--- config.mk ---
export PLATFORM = sky130hd
export DESIGN_NAME = resp_sig_reg
export DESIGN_NICKNAME = d
export VERILOG_FILES = /design/src/rtl/resp_sig_pkg.sv /design/src/rtl/rsr_galois_step.sv /design/src/rtl/rsr_inject.sv /design/src/rtl/rsr_beat_counter.sv /design/src/rtl/resp_sig_reg.sv
export SDC_FILE = /design/constraint.sdc
export NUM_CORES = 1
export LEC_CHECK = 0
export CAP_MARGIN = 0
export CELL_PAD_IN_SITES_DETAIL_PLACEMENT = 1
export CELL_PAD_IN_SITES_GLOBAL_PLACEMENT = 1
export CORE_ASPECT_RATIO = 1.75
export CORE_MARGIN = 1
export CORE_UTILIZATION = 36
export CTS_CLUSTER_SIZE = 12
export DETAILED_ROUTE_END_ITERATION = 12
export HOLD_SLACK_MARGIN = 0.06
export PLACE_DENSITY_LB_ADDON = 0.1
export SLEW_MARGIN = 20
export SYNTH_ARGS = -nofsm -noshare
export SYNTH_HDL_FRONTEND = slang
export SYNTH_HIERARCHICAL = 1
export SYNTH_SLANG_ARGS = --single-unit
export TNS_END_PERCENT = 50
--- constraint.sdc ---
create_clock -name clk -period 2.7 [get_ports clk]
set_clock_uncertainty 0.2 [all_clocks]
set_input_delay 0.27 -clock clk [delete_from_list [all_inputs] [get_ports clk]]
set_output_delay 0.27 -clock clk [all_outputs]
set_load 0.05 [all_outputs]
--- src/rtl/resp_sig_pkg.sv ---
package resp_sig_pkg;
  typedef enum logic [1:0] {
    MODE_CLEAR   = 2'b00,
    MODE_SHIFT   = 2'b01,
    MODE_GEN     = 2'b10,
    MODE_COMPACT = 2'b11
  } sig_mode_e;
endpackage

--- src/rtl/rsr_galois_step.sv ---
// One internal-XOR LFSR step, with optional all-zero insertion.
module rsr_galois_step #(
  parameter int          WIDTH = 8,
  parameter logic [WIDTH-1:0] TAPS = 8'h1C
) (
  input  logic [WIDTH-1:0] state_i,
  input  logic             complete_i,
  output logic [WIDTH-1:0] next_o
);
  logic low_zero;
  logic fb;

  assign low_zero = ~|state_i[WIDTH-2:0];
  assign fb       = state_i[WIDTH-1] ^ (complete_i & low_zero);

  for (genvar i = 0; i < WIDTH; i++) begin : g_stage
    if (i == 0) begin : g_head
      assign next_o[i] = fb;
    end else if (TAPS[i]) begin : g_tap
      assign next_o[i] = state_i[i-1] ^ fb;
    end else begin : g_plain
      assign next_o[i] = state_i[i-1];
    end
  end
endmodule

--- src/rtl/rsr_inject.sv ---
// XOR the response word into the low NUM_IN stages only.
module rsr_inject #(
  parameter int WIDTH  = 8,
  parameter int NUM_IN = 6
) (
  input  logic [WIDTH-1:0]  base_i,
  input  logic [NUM_IN-1:0] data_i,
  output logic [WIDTH-1:0]  out_o
);
  for (genvar i = 0; i < WIDTH; i++) begin : g_bit
    if (i < NUM_IN) begin : g_xor
      assign out_o[i] = base_i[i] ^ data_i[i];
    end else begin : g_pass
      assign out_o[i] = base_i[i];
    end
  end
endmodule

--- src/rtl/rsr_beat_counter.sv ---
// Counts accepted compaction beats against a budget.
module rsr_beat_counter #(
  parameter int CNT_W = 6
) (
  input  logic             clk,
  input  logic             rst_n,
  input  logic             clear_i,
  input  logic             beat_i,
  input  logic [CNT_W-1:0] len_i,
  output logic             done_o
);
  logic [CNT_W-1:0] cnt_q;

  assign done_o = (cnt_q >= len_i);

  always_ff @(posedge clk or negedge rst_n) begin
    if (!rst_n)       cnt_q <= '0;
    else if (clear_i) cnt_q <= '0;
    else if (beat_i)  cnt_q <= cnt_q + 1'b1;
  end


  beat_count_step_chk: assert property (@(posedge clk) disable iff (!rst_n)
    (beat_i && !clear_i) |=> (cnt_q == $past(cnt_q) + 1'b1));


  count_clear_chk: assert property (@(posedge clk) disable iff (!rst_n)
    clear_i |=> (cnt_q == '0));
endmodule

--- src/rtl/resp_sig_reg.sv ---
module resp_sig_reg #(
  parameter int               WIDTH  = 8,
  parameter int               NUM_IN = 6,
  parameter logic [WIDTH-1:0] TAPS   = 8'h1C,
  parameter int               CNT_W  = 6
) (
  input  logic              clk,
  input  logic              rst_n,
  input  logic [1:0]        mode_i,
  input  logic              complete_i,
  input  logic              seed_load_i,
  input  logic [WIDTH-1:0]  seed_i,
  input  logic [NUM_IN-1:0] resp_data_i,
  input  logic              resp_valid_i,
  output logic              resp_ready_o,
  input  logic              ser_in_i,
  output logic              ser_out_o,
  input  logic [CNT_W-1:0]  compact_len_i,
  output logic              done_o,
  output logic [WIDTH-1:0]  signature_o
);
  import resp_sig_pkg::*;

  localparam logic [WIDTH-1:0] ZERO_NEXT = TAPS | WIDTH'(1);

  sig_mode_e        mode;
  logic [WIDTH-1:0] state_q, state_d;
  logic [WIDTH-1:0] gen_next, cmp_base, cmp_next;
  logic             accept, count_clear, done;

  assign mode = sig_mode_e'(mode_i);

  rsr_galois_step #(.WIDTH(WIDTH), .TAPS(TAPS)) u_gen_step (
    .state_i(state_q), .complete_i(complete_i), .next_o(gen_next)
  );

  rsr_galois_step #(.WIDTH(WIDTH), .TAPS(TAPS)) u_cmp_step (
    .state_i(state_q), .complete_i(1'b0), .next_o(cmp_base)
  );

  rsr_inject #(.WIDTH(WIDTH), .NUM_IN(NUM_IN)) u_inject (
    .base_i(cmp_base), .data_i(resp_data_i), .out_o(cmp_next)
  );

  assign count_clear = seed_load_i || (mode == MODE_CLEAR);

  rsr_beat_counter #(.CNT_W(CNT_W)) u_beats (
    .clk(clk), .rst_n(rst_n), .clear_i(count_clear), .beat_i(accept),
    .len_i(compact_len_i), .done_o(done)
  );

  assign resp_ready_o = (mode == MODE_COMPACT) && !seed_load_i && !done;
  assign accept       = resp_ready_o && resp_valid_i;

  always_comb begin
    state_d = state_q;
    if (seed_load_i) begin
      state_d = seed_i;
    end else begin
      unique case (mode)
        MODE_CLEAR:   state_d = '0;
        MODE_SHIFT:   state_d = {state_q[WIDTH-2:0], ser_in_i};
        MODE_GEN:     state_d = gen_next;
        MODE_COMPACT: if (accept) state_d = cmp_next;
        default:      state_d = state_q;
      endcase
    end
  end

  always_ff @(posedge clk or negedge rst_n) begin
    if (!rst_n) state_q <= '0;
    else        state_q <= state_d;
  end

  assign signature_o = state_q;
  assign ser_out_o   = state_q[WIDTH-1];
  assign done_o      = done;


  clear_zero_chk: assert property (@(posedge clk) disable iff (!rst_n)
    (mode_i == 2'b00 && !seed_load_i) |=> (signature_o == '0));


  shift_move_chk: assert property (@(posedge clk) disable iff (!rst_n)
    (mode_i == 2'b01 && !seed_load_i) |=>
      (signature_o == {$past(signature_o[WIDTH-2:0]), $past(ser_in_i)}));


  gen_no_ready_chk: assert property (@(posedge clk) disable iff (!rst_n)
    (mode_i == 2'b10) |-> !resp_ready_o);


  idle_hold_chk: assert property (@(posedge clk) disable iff (!rst_n)
    (mode_i == 2'b11 && !seed_load_i && !resp_valid_i) |=> $stable(signature_o));


  zero_exit_chk: assert property (@(posedge clk) disable iff (!rst_n)
    (mode_i == 2'b10 && complete_i && !seed_load_i && signature_o == '0)
      |=> (signature_o == ZERO_NEXT));


  seed_take_chk: assert property (@(posedge clk) disable iff (!rst_n)
    seed_load_i |=> (signature_o == $past(seed_i)));


  frozen_sig_chk: assert property (@(posedge clk) disable iff (!rst_n)
    (done_o && mode_i == 2'b11 && !seed_load_i) |=> $stable(signature_o));


  no_ready_done_chk: assert property (@(posedge clk) disable iff (!rst_n)
    resp_ready_o |-> !done_o);
endmodule

==> impl_metrics.toml <==
[status]
status = "finished clean"

[synthesis]
synth-edff-count = 0
synthTopCellsByArea = "dfrtp_1, o31ai_2, buf_4, mux2_1, ha_1"
synth_seq_cells = 14
async_flop_share_pct = 100.0
synth-simple-area-share_pct = 21.40
ys_warn_count = 6
netlist_instances = 151
synth_largest_area_cell = "dfrtp_1"
synthesis.area_um2 = 1426
synth_cell_type_count = 34
synth_top_family_by_area = "simple AND/OR/NAND/NOR gates"
synthMuxAreaShare_pct = 7.018
synth_fa_ha_area_share_pct = 6.140
synth_compound_area_share_pct = 17.46
yosysSeqAreaShare_pct = 24.56
synth_top_area_share_pct = 24.56
synthXorXnorAreaFrac_pct = 11.05
ys.flop_type = "dfrtp_1"
synth_area_per_cell_um2 = 9.446

[drt]
wire_per_inst_um = 16.18
first_pass_iters = 4
drc = 0
via_count = 1204
wl_um = 3690
via_per_inst = 5.281
drtIter0Drc = 19
drtAntennaViolNets = 0

[critical_path]
timing.critical_path.buf_inv = 2
timing.rr.end = "u_beats/cnt_q[5]$_DFFE_PN0P_"
cp_top_family = "simple AND/OR/NAND/NOR gates"
end_kind = "register"
r2r_start = "u_beats/cnt_q[2]$_DFFE_PN0P_"
cp_cell_sequence = "clkdlybuf4s50_1 > inv_1 > ha_1 > a21o_1 > a31oi_2 > o21ai_4 > nor2b_4 > and2_4 > nand4_2 > or3_1 > a21oi_1"
crit_required_ns = 2.67
ff2ff_path_depth = 9
crit_slowest_cell = "clkdlybuf4s50_1"
cp-start-kind = "input pin"
crit_type = "in -> reg"
r2r_slack_ns = 0.27
cp.arrival_ns = 2.45
critPathMaxFanout = 3
slowest_delay_ns = 0.45

[power_and_ir_drop]
p_comb_share_pct = 39.8
switching_share_pct = 36.75
power_frac_seq_pct = 34.5
power.share.clock_pct = 25.7
p_switching_uw = 297.0
peakVddDrop_mv = 0.3387
internal_power_uw = 511.2
leakage_uw = 0.0007688
totalPowerFinal_uw = 808.2
power_density_nw_per_um2 = 429.2

[grt]
overflow = 0
grt_pass1_vias = 1306
grt_usage_pct = 18.79
grt_max_degree = 18
antenna_found_initial = 0
grt_pass1_wl_um = 6113

[placement]
gp_congestion = 0.7230
io_buffer_count = 38
hpwl_um = 3069
place_inst = 224

[die]
ios = 39
dieArea_um2 = 4228
fp.dieW_um = 49.58
coreArea_um2 = 3701
die_h_um = 85.27
rows = 29
start_util_pct = 38.54

[sta]
fmax_mhz = 402.7
setup-tns-final_ns = 0
post-route-period-util_pct = 91.96
finalSetupViolations = 0
finalMaxSlewViolations = 0
fin_crit_ns = 2.483
finalHoldViolCount = 0
relSlewSlack_pct = 54.22
worstMarginPinSlew_ns = 0.6846
rsz0062_at_grt = "no"

[finish]
final_layout_size_suffix_gt1_share_pct = 18.13
n_antenna_cell = 0
fin_util_pct = 50.88
nets = 218
fin_cells = 228
area_growth_pct = 32.02

[worst_hold_path]
hold_path.class = "in -> async"

[clock_network]
insertion_delay_ns = 0.24
clockRootBuffer = "clkbuf_8"
cts_tree = "done"
postCtsSetupRepairBufs = 0
clockBufferDepth = 2
cts_resized = 0
cts_buffers = 3
h-tree-depth = 1
hold_buffers = 0
clk_pin_slew_ns = 0.06
cts.sink_count = 14

[job]
drv_cap = 0
per-stage QoR:
step           setup slack (ns)  hold WS [ns]  instance area [um^2]
4_1_cts                  0.1926        0.2591                  1883
5_1_grt                 0.07422        0.2839                  1883
2_1_floorplan          0.008334       -0.2256                  1465
6_report                 0.2171        0.2393                  1883
3_3_place_gp            0.04121        0.3667                  1828
3_5_place_dp           -0.07710        0.3750                  1828
power groups by stage:
stage	clock network [uW]	logic (uW)	registers [uW]
6_report	208	321	279
5_1_grt	219	344	285
4_1_cts	212	325	280
3_5_place_dp	0	324	284
3_3_place_gp	0	314	282
2_1_floorplan	0	192	323
worst reg2reg max path, delay by kind of cell (launching register included):
family / cells / cell delay, ns
flops: 1 / 0.44
simple gates: 4 / 0.74
compound gates: 4 / 0.65
fa+ha+maj: 1 / 0.32
synth_stat cells (all sizes together), types with 2 or more instances:
master,count
a21o,2
a21oi,8
a221oi,8
and2,2
buf,19
clkbuf,3
dfrtp,14
ha,7
inv,6
mux2,8
nand2,2
nand2b,2
nand3,9
nand3b,2
nand4,2
nor2,5
nor2b,10
nor3,2
nor4b,6
o21ai,2
o31ai,8
xnor2,9
xor2,9
layout by cell type (no fill, tap or decap), drive strengths merged, types with 3 or more instances in the layout:
cell,netlist,routed
a21oi,8,8
inv,6,6
conb,1,3
buf,19,11
nand3,9,9
nor2b,10,10
clkdlybuf4s50,0,36
xor2,9,9
xnor2,9,9
nor2,5,5
nor4b,6,6
mux2,8,8
o31ai,8,8
a221oi,8,8
ha,7,7
clkbuf,3,4
dfrtp,14,14
worst max-delay path by stage:
stage	startpoint	endpoint	cells after the start
after floorplan	u_beats/cnt_q[2]$_DFFE_PN0P_	u_beats/cnt_q[5]$_DFFE_PN0P_	9
after global placement	compact_len_i[2]	u_beats/cnt_q[5]$_DFFE_PN0P_	11
after detailed placement	compact_len_i[2]	u_beats/cnt_q[5]$_DFFE_PN0P_	11
after CTS	compact_len_i[2]	u_beats/cnt_q[5]$_DFFE_PN0P_	11
after global routing	compact_len_i[2]	u_beats/cnt_q[5]$_DFFE_PN0P_	11
final	compact_len_i[2]	u_beats/cnt_q[5]$_DFFE_PN0P_	11
state kept, by name (all words and copies together) (netlist names):
signal and cells:
u_beats/cnt_q 6, signature_o 8
area by class of cell:
| type | count | area (um^2) |
|---|---|---|
| well taps | 46 | 57.56 |
| inverters | 6 | 22.52 |
| fillers | 430 | 1818 |
| flip-flops and latches | 14 | 350.3 |
| clock buffers | 4 | 55.05 |
| repair buffers | 47 | 455.4 |
| multi-input cells | 111 | 942.2 |
per-layer routing:
| layer | routed length (um) | vias to the layer above | track usage (%) |
|---|---|---|---|
| met3 | 79 | 2 | 1.971 |
| li1 | - | 586 | - |
| met1 | 1338 | 599 | 18.42 |
| met5 | 0 | - | 0 |
| met4 | 13 | 0 | 3.896 |
| met2 | 2258 | 17 | 39.56 |
cell families after synthesis:
group / Yosys count
muxes: 9
other: 1
xor gates and xnor gates: 18
buffers and inverters: 28
adders and majority gates: 7
AOI/OAI and AO/OA: 30
and+or+nand+nor: 44
DFF: 14
No activity file was read; power rests on OpenSTA's default activity.
